$ cat config.mk
export PLATFORM = sky130hd
export DESIGN_NAME = usb_pwrup_seq
export DESIGN_NICKNAME = d
export VERILOG_FILES = /design/src/rtl/usb_pwrup_pkg.sv /design/src/rtl/usb_pwrup_refcnt.sv /design/src/rtl/usb_pwrup_hdiv.sv /design/src/rtl/usb_pwrup_timer.sv /design/src/rtl/usb_pwrup_seq.sv
export SDC_FILE = /design/constraint.sdc
export NUM_CORES = 1
export LEC_CHECK = 0
export ABC_AREA = 1
export ABC_CLOCK_PERIOD_IN_PS = 3100
export BUFFER_PORTS_ARGS = -buffer_cell sky130_fd_sc_hd__buf_4
export CAP_MARGIN = 25
export CORE_MARGIN = 2
export CORE_UTILIZATION = 59
export DETAILED_ROUTE_END_ITERATION = 12
export HOLD_SLACK_MARGIN = 0.08
export PLACE_DENSITY = 0.83
export REMOVE_ABC_BUFFERS = 1
export SLEW_MARGIN = 5
export SYNTH_ARGS = -nofsm -noshare
export SYNTH_HDL_FRONTEND = slang
export SYNTH_SLANG_ARGS = --single-unit
$ cat constraint.sdc
create_clock -name clk -period 3.1 [get_ports clk]
set_clock_uncertainty 0.15 [all_clocks]
set_input_delay 0 -clock clk [delete_from_list [all_inputs] [get_ports clk]]
set_output_delay 0 -clock clk [all_outputs]
set_load 0.01 [all_outputs]
$ cat src/rtl/usb_pwrup_pkg.sv
package usb_pwrup_pkg;

    typedef enum logic [3:0] {
        ST_IDLE, ST_REF, ST_HDIV, ST_HEN, ST_HRUN, ST_WPOR, ST_WPHY,
        ST_LEN, ST_WLDIV, ST_WP1, ST_WP0, ST_WP2, ST_FLA
    } seq_st_e;

    localparam logic [5:0] FRAME_ADJ_VAL = 6'h20;

    typedef struct packed {
        logic       por;
        logic       prst;
        logic       hrstn;
        logic       hen;
        logic       hrn;
        logic       len;
        logic       lrn;
        logic       ext;
        logic [1:0] rdiv;
        logic [3:0] hdiv;
        logic       err;
        logic [5:0] fla;
        logic       done;
    } ctl_s;

endpackage

$ cat src/rtl/usb_pwrup_refcnt.sv
module usb_pwrup_refcnt #(
    parameter int CNT_W = 4
) (
    input  logic             clk,
    input  logic             rst_n,
    input  logic             start_i,
    input  logic             stop_i,
    output logic [CNT_W-1:0] cnt_o,
    output logic             first_o
);
    localparam logic [CNT_W-1:0] CNT_MAX = {CNT_W{1'b1}};

    logic [CNT_W-1:0] cnt_d, cnt_q;

    always_comb begin
        cnt_d = cnt_q;
        if (start_i && !stop_i && cnt_q != CNT_MAX) cnt_d = cnt_q + 1'b1;
        else if (stop_i && !start_i && cnt_q != '0) cnt_d = cnt_q - 1'b1;
    end

    always_ff @(posedge clk or negedge rst_n) begin
        if (!rst_n) cnt_q <= '0;
        else        cnt_q <= cnt_d;
    end

    assign cnt_o   = cnt_q;
    assign first_o = start_i && !stop_i && (cnt_q == '0);

    p_sat_r3: assert property (@(posedge clk) disable iff (!rst_n)
        (cnt_q == CNT_MAX && start_i) |=> cnt_q == CNT_MAX);
    p_floor_r3: assert property (@(posedge clk) disable iff (!rst_n)
        (cnt_q == '0 && stop_i) |=> cnt_q == '0);
endmodule

$ cat src/rtl/usb_pwrup_hdiv.sv
module usb_pwrup_hdiv #(
    parameter int IO_W = 16
) (
    input  logic [IO_W-1:0] io_mhz_i,
    output logic [3:0]      hdiv_o
);
    localparam int STEP_MHZ = 130;

    logic [IO_W-1:0] base;

    always_comb begin
        base = io_mhz_i / IO_W'(STEP_MHZ);
        if (base == '0)                     hdiv_o = 4'd1;
        else if (base <= IO_W'(4))          hdiv_o = base[3:0];
        else if (base == IO_W'(5))          hdiv_o = 4'd4;
        else if (base <= IO_W'(7))          hdiv_o = 4'd6;
        else if (base <= IO_W'(11))         hdiv_o = 4'd8;
        else                                hdiv_o = 4'd12;
    end
endmodule

$ cat src/rtl/usb_pwrup_timer.sv
module usb_pwrup_timer #(
    parameter int TW = 8
) (
    input  logic          clk,
    input  logic          rst_n,
    input  logic          load_i,
    input  logic [TW-1:0] val_i,
    output logic          zero_o
);
    logic [TW-1:0] cnt_d, cnt_q;

    always_comb begin
        if (load_i)             cnt_d = val_i;
        else if (cnt_q != '0)   cnt_d = cnt_q - 1'b1;
        else                    cnt_d = cnt_q;
    end

    always_ff @(posedge clk or negedge rst_n) begin
        if (!rst_n) cnt_q <= '0;
        else        cnt_q <= cnt_d;
    end

    assign zero_o = (cnt_q == '0);

    p_no_rise_r8: assert property (@(posedge clk) disable iff (!rst_n)
        !load_i |=> cnt_q <= $past(cnt_q));
endmodule

$ cat src/rtl/usb_pwrup_seq.sv
module usb_pwrup_seq
    import usb_pwrup_pkg::*;
#(
    parameter int CYC_PER_US = 250,
    parameter int US_PER_MS  = 1000,
    parameter int IO_WAIT    = 64,
    parameter int CNT_W      = 4,
    parameter int IO_W       = 16
) (
    input  logic             clk,
    input  logic             rst_n,
    input  logic             start_i,
    input  logic             stop_i,
    input  logic             crystal_i,
    input  logic [7:0]       ref_mhz_i,
    input  logic [IO_W-1:0]  io_mhz_i,
    input  logic             already_up_i,
    output logic             phy_por_o,
    output logic             phy_rst_o,
    output logic             host_rst_n_o,
    output logic             hdiv_en_o,
    output logic             hdiv_rst_n_o,
    output logic             ldiv_en_o,
    output logic             ldiv_rst_n_o,
    output logic             refclk_ext_o,
    output logic [1:0]       refclk_div_o,
    output logic [3:0]       hclk_div_o,
    output logic             rate_err_o,
    output logic [5:0]       frame_adj_o,
    output logic [CNT_W-1:0] ref_cnt_o,
    output logic             done_o
);
    localparam int MS_CYC  = US_PER_MS * CYC_PER_US;
    localparam int PHY_CYC = 3 * MS_CYC;
    localparam int MAX_CYC = (PHY_CYC > IO_WAIT) ? PHY_CYC : IO_WAIT;
    localparam int TW      = $clog2(MAX_CYC + 1);
    localparam logic [TW-1:0] LD_IO  = TW'(IO_WAIT - 1);
    localparam logic [TW-1:0] LD_PHY = TW'(PHY_CYC - 1);
    localparam logic [TW-1:0] LD_US  = TW'(CYC_PER_US - 1);
    localparam logic [TW-1:0] LD_MS  = TW'(MS_CYC - 1);

    seq_st_e       st_d, st_q;
    ctl_s          c_d, c_q;
    logic          launch, t_zero, t_load;
    logic [TW-1:0] t_val;
    logic [3:0]    hdiv_w;

    usb_pwrup_refcnt #(.CNT_W(CNT_W)) u_refcnt (
        .clk(clk), .rst_n(rst_n), .start_i(start_i), .stop_i(stop_i),
        .cnt_o(ref_cnt_o), .first_o(launch)
    );

    usb_pwrup_hdiv #(.IO_W(IO_W)) u_hdiv (
        .io_mhz_i(io_mhz_i), .hdiv_o(hdiv_w)
    );

    usb_pwrup_timer #(.TW(TW)) u_timer (
        .clk(clk), .rst_n(rst_n), .load_i(t_load), .val_i(t_val), .zero_o(t_zero)
    );

    always_comb begin
        st_d   = st_q;
        c_d    = c_q;
        c_d.done = 1'b0;
        t_load = 1'b0;
        t_val  = '0;
        unique case (st_q)
            ST_IDLE: if (launch) begin
                if (already_up_i || c_q.hrstn) begin
                    st_d = ST_FLA;
                end else begin
                    c_d.por   = 1'b1;
                    c_d.prst  = 1'b0;
                    c_d.hrstn = 1'b0;
                    c_d.hen   = 1'b0;
                    c_d.hrn   = 1'b0;
                    c_d.len   = 1'b0;
                    c_d.lrn   = 1'b0;
                    c_d.err   = 1'b0;
                    st_d      = ST_REF;
                end
            end
            ST_REF: begin
                c_d.ext = !crystal_i;
                case (ref_mhz_i)
                    8'd12:   c_d.rdiv = 2'd0;
                    8'd24:   c_d.rdiv = 2'd1;
                    8'd48:   c_d.rdiv = 2'd2;
                    default: begin
                        c_d.rdiv = 2'd0;
                        c_d.err  = 1'b1;
                    end
                endcase
                st_d = ST_HDIV;
            end
            ST_HDIV: begin
                c_d.hdiv = hdiv_w;
                st_d     = ST_HEN;
            end
            ST_HEN: begin
                c_d.hen = 1'b1;
                st_d    = ST_HRUN;
            end
            ST_HRUN: begin
                c_d.hrn = 1'b1;
                t_load  = 1'b1;
                t_val   = LD_IO;
                st_d    = ST_WPOR;
            end
            ST_WPOR: if (t_zero) begin
                c_d.por = 1'b0;
                t_load  = 1'b1;
                t_val   = LD_PHY;
                st_d    = ST_WPHY;
            end
            ST_WPHY: if (t_zero) begin
                c_d.lrn = 1'b1;
                st_d    = ST_LEN;
            end
            ST_LEN: begin
                c_d.len = 1'b1;
                t_load  = 1'b1;
                t_val   = LD_IO;
                st_d    = ST_WLDIV;
            end
            ST_WLDIV: if (t_zero) begin
                c_d.prst = 1'b1;
                t_load   = 1'b1;
                t_val    = LD_US;
                st_d     = ST_WP1;
            end
            ST_WP1: if (t_zero) begin
                c_d.prst = 1'b0;
                t_load   = 1'b1;
                t_val    = LD_MS;
                st_d     = ST_WP0;
            end
            ST_WP0: if (t_zero) begin
                c_d.prst = 1'b1;
                t_load   = 1'b1;
                t_val    = LD_US;
                st_d     = ST_WP2;
            end
            ST_WP2: if (t_zero) begin
                c_d.hrstn = 1'b1;
                st_d      = ST_FLA;
            end
            ST_FLA: begin
                c_d.fla  = FRAME_ADJ_VAL;
                c_d.done = 1'b1;
                st_d     = ST_IDLE;
            end
            default: st_d = ST_IDLE;
        endcase
    end

    always_ff @(posedge clk or negedge rst_n) begin
        if (!rst_n) begin
            st_q <= ST_IDLE;
            c_q  <= '0;
        end else begin
            st_q <= st_d;
            c_q  <= c_d;
        end
    end

    assign phy_por_o    = c_q.por;
    assign phy_rst_o    = c_q.prst;
    assign host_rst_n_o = c_q.hrstn;
    assign hdiv_en_o    = c_q.hen;
    assign hdiv_rst_n_o = c_q.hrn;
    assign ldiv_en_o    = c_q.len;
    assign ldiv_rst_n_o = c_q.lrn;
    assign refclk_ext_o = c_q.ext;
    assign refclk_div_o = c_q.rdiv;
    assign hclk_div_o   = c_q.hdiv;
    assign rate_err_o   = c_q.err;
    assign frame_adj_o  = c_q.fla;
    assign done_o       = c_q.done;

    p_done_pulse_r11: assert property (@(posedge clk) disable iff (!rst_n)
        c_q.done |=> !c_q.done);
    p_host_last_r10: assert property (@(posedge clk) disable iff (!rst_n)
        $rose(c_q.hrstn) |-> (c_q.prst && !c_q.por && c_q.len && c_q.lrn && c_q.hen));
    p_por_order_r8: assert property (@(posedge clk) disable iff (!rst_n)
        $fell(c_q.por) |-> (c_q.hen && c_q.hrn));
    p_hdiv_legal_r7: assert property (@(posedge clk) disable iff (!rst_n)
        (c_q.hdiv != 4'd0) |-> (c_q.hdiv inside {4'd1, 4'd2, 4'd3, 4'd4, 4'd6, 4'd8, 4'd12}));
    p_skip_hold_r4: assert property (@(posedge clk) disable iff (!rst_n)
        (st_q == ST_IDLE && launch && (already_up_i || c_q.hrstn))
        |=> ($stable(c_q.por) && $stable(c_q.prst) && $stable(c_q.hrstn) && $stable(c_q.hen)));
endmodule

==> results of run 1 <==
==> kinds of logic after synthesis <==
family,count (synthesis)
simple gates,392
buf+inv,125
compound gates,89
flops,45
xor+xnor,25
fa+ha+maj,5
other cells,1
mux,1
==> what timing repair did <==
item,4_1_cts
endpoints found under the hold margin,58
endpoints found under the setup margin,4
pin swaps,29
buffers inserted,40
gates cloned,1
hold buffers,14
gates resized for setup,101
==> routing by layer <==
metal / GRT usage / overflow
met5: 0.03205 / 0
met4: 0.8103 / 17
met3: 0.5054 / 0
met2: 0.9362 / 14
met1: 0.6949 / 0
==> through the flow <==
step	utilization	setup WS (ns)	TNS, ns
2_1_floorplan	-	-1.628	-4.652
3_3_place_gp	0.7691	-1.877	-5.674
3_5_place_dp	0.7691	-2.155	-6.732
4_1_cts	0.8992	-1.586	-5.518
==> metrics.md, run 1 <==
| Metric | Value |
|---|---|
| Outcome | did not finish |
| Fail Step | global routing (5_1_grt) |
| First Error | [ERROR GRT-0232] Routing congestion too high. Check the congestion heatmap in the GUI. |
| Detailed placement HPWL | around 9400 um |
| Clock sink total | between 40 and 50 |
| Post-Place Cells | slightly above 900 |
| CTS Buf Count | 5 |
| Starting Density | 0.6051 |
| Max clock buf depth | 2 |
| Synth unique cells | 46 |
| Number of synthesized flops with an enable pin | 0 |
| Sequential element share of the synthesized area | 0.2594 |
| Grt total ovfl | 31 |
| Mux cell area share after synthesis | 0.002594 |
| Post-synth ARST share | 1.000 |
| Xor-xnor portion of the synthesized cell area | 0.05043 |
| Chip height | between 80 and 90 um |
| # rows | 31 |
| Synth area leader | dfrtp_1 |
| Htree depth | 2 |
| Dominant cells by area after synthesis | dfrtp_1, nand2_1, inv_1 |
| Post-synth top cells | nand2_1, inv_1, nor2_1 |
| RD Place Congestion | a little over 0.9 |
| Post-synthesis area per instance | roughly 6.4 sq um |
| IO Pins | 56 |
| Largest net degree at the start of global routing | 46 |
| Complex-gate fraction of the synthesized area | 0.1210 |
| CTS root buf | clkbuf_8 |
| Worst endpoint after global-route timing repair | hclk_div_o[0]$_DFFE_PN0P_/D |
| DP Area | roughly 5500 sq um |
| Largest family of logic cells by synthesized area | simple AND/OR/NAND/NOR gates |
| Syn Inst Count | around 700 |
| Adder-Cell Fraction of Synth Area | 0.01614 |
| Yosys top cell area share | 0.2594 |
| Count leader, synth | nand2_1 |
| #FFs+latches synth | 45 |
| All-Layer GR Usage | 0.7205 |
| Synth Cell Area | approximately 4300 sq um |
| WEP type | sequential cell input |
| IO buf count | just under 50 |
| Yosys warning count | 0 |
| Die W | 89.79 um |
| Top FF cell, synth | dfrtp_1 |
| Synth Area in Simple Gates | 0.4352 |
==> inputs of run 2 (changes only) <==
--- a/config.mk
+++ b/config.mk
@@ -10,10 +10,9 @@
 export BUFFER_PORTS_ARGS = -buffer_cell sky130_fd_sc_hd__buf_4
 export CAP_MARGIN = 25
 export CORE_MARGIN = 2
-export CORE_UTILIZATION = 59
+export CORE_UTILIZATION = 40
 export DETAILED_ROUTE_END_ITERATION = 12
-export HOLD_SLACK_MARGIN = 0.08
-export PLACE_DENSITY = 0.83
+export PLACE_DENSITY_LB_ADDON = 0.15
 export REMOVE_ABC_BUFFERS = 1
 export SLEW_MARGIN = 5
 export SYNTH_ARGS = -nofsm -noshare
==> run 2 against run 1 <==
Net effect: synthesized cell count unchanged; area after synthesis unchanged; the flow now finishes, with violations (negative setup slack).
==> metrics.md, run 2 <==
| Metric | Value |
|---|---|
| CTS Buf Count | 5 |
| Fin. Hold Viols | 0 |
| Yosys top cell area share | 0.2594 |
| Final worst-path cycle share | 1.541 |
| Post-layout minimum cycle time | 4.777 ns |
| Post-Route WL | between 10,000 and 15,000 um |
| Post-synth top cells | nand2_1, inv_1, nor2_1 |
| DRT Pass-1 Iters | 5 |
| Number of synthesized flops with an enable pin | 0 |
| Outcome | finished with violations |
| Vias | 5,103 |
| IO buf count | a little under 50 |
| Top FF cell, synth | dfrtp_1 |
| Register with the most flip-flops | u_timer.cnt_q |
| R2r endpoint | st_q[1]$_DFFE_PN0P_ |
| Worst Setup Start Kind | input port |
| Synth unique cells | 46 |
| Crit-path max FO | 8 |
| Slew Viols, Final | 0 |
| Synth area leader | dfrtp_1 |
| Worst EP required | 3.15 ns |
| All-Layer GR Usage | 0.2250 |
| Crit Path Category | input port to register |
| Vias in the first global route | 4,883 |
| Vias per cell | 4.940 |
| Core Area | about 11,000 sq um |
| Hold EP | host_rst_n_o$_DFFE_PN0P_ |
| Dominant cells by area after synthesis | dfrtp_1, nand2_1, inv_1 |
| CP endpoint kind | register |
| #FFs+latches synth | 45 |
| Initial antenna violation count | 0 |
| Antenna diodes | 0 |
| Final worst slack | -1.677 ns |
| Commonest non-fill, non-tap cell in the layout | buf_4 |
| LEAKAGE | about 3.5 nW |
| CTS tree | built |
| Worst r2r src | u_timer.cnt_q[0]$_DFFE_PN0P_ |
| Detailed placement HPWL | 9266 um |
| Htree depth | 2 |
| Crit-path most repeated cell | nand2_4 |
| Pre-CTS WS | -2.133 ns |
| IO Pins | 56 |
| Clk_lat worst skew | 0.30 ns |
| Clk pin slew, worst setup/hold paths | 0.08 ns |
| WP data arrival | 4.83 ns |
| Post-synth ARST share | 1.000 |
| Max clock buf depth | 2 |
| Hold Path Stages | 6 |
| Syn Inst Count | 683 |
| NumNets Final | ~900 |
| P per Cell Area | 795.2 nW/um^2 |
| RD Place Congestion | about 0.86 |
| Share of layout cells above drive strength 1 | 0.3875 |
| CTS root buf | clkbuf_8 |
| Worst-Margin Slew | 0.6881 ns |
| RSZ-0062 raised after global routing | yes |
| Fmax | roughly 0.21 GHz |
| Failing checks | negative setup slack |
| Antenna-violating nets left | 0 |
| Iter 0 DRT Violations | roughly 220 |
| # rows | 38 |
| Max-slew headroom | 0.5378 |
| Clock sink total | 45 |
| Post-synthesis area per instance | 6.357 sq um |
| Max incr delay on CP | 0.26 ns |
| Maxcap violations | 0 |
| P&R area growth vs syn | 55.10% |
| First-pass GRT wire length | between 20,000 and 25,000 um |
| R2r setup slk | about 0.53 ns |
| Most frequent cells in the layout | buf_4, nand2_1, inv_1, nor2_1, dfrtp_1 |
| Starting Density | 0.4058 |
| Die W | between 100 and 150 um |
| Final Core Density | 0.6295 |
| Die ar. | around 12,000 sq um |
| Worst Reg-to-Reg Cells | 10 |
| Chip height | 108.2 um |
| Grt total ovfl | 0 |
| Crit. Startpoint | io_mhz_i[13] |
| Largest net degree at the start of global routing | 46 |
| CP max stage cell | a21oi_4 |
| Sequential element share of the synthesized area | 0.2594 |
| Largest register FFs | 20 |
| Hold Path Class | input port to register |
| Setup Viol. Count Final | 4 |
| Count leader, synth | nand2_1 |
| DR WL/cell | around 13 um |
| Yosys warning count | 0 |
| Synth Cell Area | roughly 4300 sq um |
| VDD IR max | between 0.4 and 0.5 mV |
| DR DRC count | 0 |
| Min-delay src | stop_i |
==> run 2: timing repair <==
action                     CTS  global route
hold endpoints to repair    49             0
setup buffers               39            11
pin swaps                   41            29
hold buffers                 9             0
gates resized for setup     97            51
setup endpoints to repair    4             4
==> run 2: worst max-delay path, delay by kind of cell <==
| family | cells | cell delay (ns) |
|---|---|---|
| buffers and inverters | 7 | 0.67 |
| and+or+nand+nor | 40 | 3.46 |
| AOI/OAI and AO/OA | 2 | 0.48 |
| xor gates and xnor gates | 1 | 0.14 |
==> run 2: logic make-up after synthesis <==
group           after synthesis  share of synthesized area
fa+ha+maj                     5                    0.01614
buf+inv                     125                     0.1144
mux                           1                   0.002593
simple gates                392                     0.4352
xor+xnor                     25                    0.05043
other cells                   1                  0.0008637
compound gates               89                     0.1210
flops                        45                     0.2594
==> run 2: final cells by class <==
class                   count  area, sq um
clock inverters             1        5.005
multi-input cells         517         3229
fillers                   924         3964
repair buffers            206         1652
inverters                 117        450.4
flip-flops and latches     45         1126
clock buffers               7        96.34
well taps                 140        175.2
==> run 2: per-stage QoR <==
step	hold WS (ns)	instances	power [mW]	cell area, sq um	TNS, ns
3_5_place_dp	-0.1067	968	4.169	5593	-6.691
4_1_cts	0.02919	1023	5.113	6455	-4.788
2_1_floorplan	-0.4456	679	3.099	4299	-4.652
6_report	0.03671	1033	5.355	6734	-5.374
3_3_place_gp	-0.1168	968	4.113	5593	-6.227
5_1_grt	0.06744	1033	5.856	6734	-6.860
==> run 2: routing by layer <==
metal | share of wire | track usage | wire length (um) | vias to the layer above
li1 | - | - | - | 2592
met3 | 0.039 | 0.02291 | 505 | 14
met4 | 0.014 | 0.04670 | 180 | 0
met5 | 0 | 0 | 0 | -
met2 | 0.51 | 0.4088 | 6619 | 107
met1 | 0.44 | 0.2887 | 5760 | 2390
==> run 2: worst max-delay path by stage <==
stage / slack, ns / endpoint / depth (start not counted)
2_1_floorplan: -1.63 / hclk_div_o[0]$_DFFE_PN0P_ / 46
3_5_place_dp: -2.13 / hclk_div_o[0]$_DFFE_PN0P_ / 47
5_1_grt: -2.13 / hclk_div_o[0]$_DFFE_PN0P_ / 50
6_report: -1.68 / hclk_div_o[0]$_DFFE_PN0P_ / 50
3_3_place_gp: -2.04 / hclk_div_o[0]$_DFFE_PN0P_ / 46
4_1_cts: -1.48 / hclk_div_o[0]$_DFFE_PN0P_ / 48
==> run 2: power breakdown <==
group	internal (mW)	total, mW	leakage, nW	switching (mW)
logic	1.74	3.96	2.85	2.22
registers	0.798	0.986	0.545	0.187
clock network	0.202	0.409	0.0542	0.207
No activity file was read; power rests on OpenSTA's default activity.
==> inputs of run 3 (changes only) <==
--- a/config.mk
+++ b/config.mk
@@ -6,7 +6,7 @@
 export NUM_CORES = 1
 export LEC_CHECK = 0
 export ABC_AREA = 1
-export ABC_CLOCK_PERIOD_IN_PS = 3100
+export ABC_CLOCK_PERIOD_IN_PS = 4300
 export BUFFER_PORTS_ARGS = -buffer_cell sky130_fd_sc_hd__buf_4
 export CAP_MARGIN = 25
 export CORE_MARGIN = 2
==> constraint.sdc (replaced) <==
create_clock -name clk -period 4.3 [get_ports clk]
set_clock_uncertainty 0.15 [all_clocks]
set_input_delay 0 -clock clk [delete_from_list [all_inputs] [get_ports clk]]
set_output_delay 0 -clock clk [all_outputs]
set_load 0.01 [all_outputs]
==> run 3 against run 2 <==
Net effect: the flow still finishes with violations (negative setup slack); routed wire length down 2.7%; via count is 1.4% lower; hold slack lost 0.029 ns; sequential cell count stayed put; critical endpoint unchanged; highest routed layer unchanged.
==> metrics.md, run 3 (synthesis results as in run 2) <==
| Metric | Value |
|---|---|
| Net Sw Frac | 0.4936 |
| IO Pins | between 50 and 60 |
| Logic pwr share | 0.729 |
| Crit. Startpoint | io_mhz_i[11] |
| Vias per cell | 4.957 |
| Vias in the first global route | ~4.8k |
| Total negative slack | -0.9995 ns |
| Fmax | around 0.20 GHz |
| Clock sink total | 45 |
| All-Layer GR Usage | 0.2133 |
| CTS Buf Count | 5 |
| Core Area | around 11,000 sq um |
| Fin. Hold Viols | 0 |
| P per Cell Area | 582.4 nW/um^2 |
| Antenna-violating nets left | 0 |
| Failing checks | negative setup slack |
| Crit-path most repeated cell | nand2_4 |
| Top cell family by delay on the critical path | simple AND/OR/NAND/NOR gates |
| Initial antenna violation count | 0 |
| LEAKAGE | 3.378 nW |
| Antenna diodes | 0 |
| Hold Slack | around 0.0077 ns |
| Pre-CTS WS | -0.9994 ns |
| DR WL/cell | between 10 and 15 um |
| Setup Viol. Count Final | 2 |
| Slew Viols, Final | 0 |
| Power consumption | between 3 and 4 mW |
| Clk_lat worst skew | about 0.3 ns |
| Finished Layout Cells | between 1k and 1.5k |
| CTS root buf | clkbuf_8 |
| Most frequent cells in the layout | buf_4, nand2_1, inv_1, nor2_1, dfrtp_1 |
| Max clock buf depth | 2 |
| Filler cell count in the final layout | approximately 950 |
| Hold Path Stages | 4 |
| Grt total ovfl | 0 |
| VDD IR max | about 0.29 mV |
| Largest register FFs | 20 |
| Commonest non-fill, non-tap cell in the layout | buf_4 |
| RD Place Congestion | approximately 0.87 |
| Htree depth | 2 |
| NumNets Final | a little over 900 |
| Max incr delay on CP | around 0.30 ns |
| Max-slew headroom | 0.5408 |
| R2r setup slk | approximately 1.4 ns |
| DRT Pass-1 Iters | 5 |
| First-pass GRT wire length | 20,640 um |
| Post-Place Cells | just under 1k |
| CP max stage cell | a21oi_4 |
| CP endpoint kind | register |
| Multi-input gate area | 3251 sq um |
| DR DRC count | 0 |
| Critical path depth | between 40 and 50 |
| P&R area growth vs syn | 51.33% |
| Crit Path Category | input port to register |
| Outcome | finished with violations |
| Vias | 5,031 |
| Sequential power share | 0.187 |
| Final worst-path cycle share | 1.138 |
| CP Buf/Inv Count | 10 |
| Worst EP required | 4.40 ns |
| Clock share of power | 0.084 |
| Crit-path max FO | 8 |
| Worst-Margin Slew | 0.6835 ns |
| Hold Path Class | input port to register |
| # rows | 38 |
| Detailed placement HPWL | 9299 um |
| Die W | 108.2 um |
| Worst Reg-to-Reg Cells | 13 |
| P_sw | 1.889 mW |
| IO buf count | between 40 and 50 |
| CTS tree | built |
| Maxcap violations | 0 |
| Worst Setup Start Kind | input port |
| R2r endpoint | u_timer.cnt_q[0]$_DFFE_PN0P_ |
| Clk pin slew, worst setup/hold paths | ~0.090 ns |
| Post-Route WL | between 10,000 and 15,000 um |
| Die ar. | roughly 12,000 sq um |
| Iter 0 DRT Violations | 255 |
| CP endpoint | hclk_div_o[0]$_DFFE_PN0P_ |
| Chip height | about 110 um |
| Share of layout cells above drive strength 1 | 0.3749 |
| Post-layout minimum cycle time | approximately 4.9 ns |
| RSZ-0062 raised after global routing | yes |
| Sequential cell area | ~1100 sq um |
| WP data arrival | roughly 5 ns |
| Worst r2r src | u_timer.cnt_q[0]$_DFFE_PN0P_ |
| Pint | roughly 1.9 mW |
| Starting Density | 0.4058 |
| Final worst slack | -0.5924 ns |
| Largest net degree at the start of global routing | 46 |
| Register with the most flip-flops | u_timer.cnt_q |
[run 3: through the flow]
stage | utilization | instance area [sq um]
after floorplan | - | 4299
after global placement | 0.5186 | 5548
after detailed placement | 0.5186 | 5548
after CTS | 0.5747 | 6148
after global routing | 0.6142 | 6570
final | 0.6142 | 6570
[run 3: layer usage]
layer  vias up  routed length (um)  GRT usage
met5         -                   0          0
met4         0                 272    0.06319
met3        21                 531    0.02652
met2       115                6364     0.3765
met1      2331                5551     0.2722
li1       2564                   -          -
[run 3: power by group through the flow]
stage	clock network (mW)	registers (mW)	logic, mW
2_1_floorplan	0	0.713	1.52
3_3_place_gp	0	0.714	2.24
4_1_cts	0.330	0.714	2.51
6_report	0.322	0.715	2.79
3_5_place_dp	0	0.721	2.29
5_1_grt	0.350	0.742	3.10
[run 3: tightest hold or removal path, stage by stage]
cell and delay [ns]:
buf_4 0.07, or4_1 0.11, o211ai_1 0.14, o21ai_0 0.09
[run 3: repair_timing]
item | in CTS | in global routing
gates cloned | 1 | 0
setup buffers | 27 | 9
setup endpoints to repair | 2 | 3
hold buffers | 8 | 0
resized for setup | 54 | 85
endpoints found under the hold margin | 49 | 0
pin swaps | 47 | 58
[run 3: how the worst min path moves through the flow]
stage / end / slack, ns / from
floorplan: done_o$_DFF_PN0_ / -0.45 / rst_n
global placement: refclk_ext_o$_DFFE_PN0P_ / -0.11 / rst_n
detailed placement: u_refcnt.cnt_o[1]$_DFFE_PN0P_ / -0.11 / rst_n
CTS: rate_err_o$_DFFE_PN0P_ / 0.003 / ref_mhz_i[6]
global route: rate_err_o$_DFFE_PN0P_ / 0.05 / ref_mhz_i[6]
finish: rate_err_o$_DFFE_PN0P_ / 0.008 / ref_mhz_i[6]
[run 3: final cells by class]
type	count	area share
clock buffers	6	0.01105
clock inverters	2	0.005904
inverters	117	0.06780
multi-input cells	518	0.4948
flip-flops and latches	45	0.1714
well taps	140	0.02666
repair buffers	187	0.2224
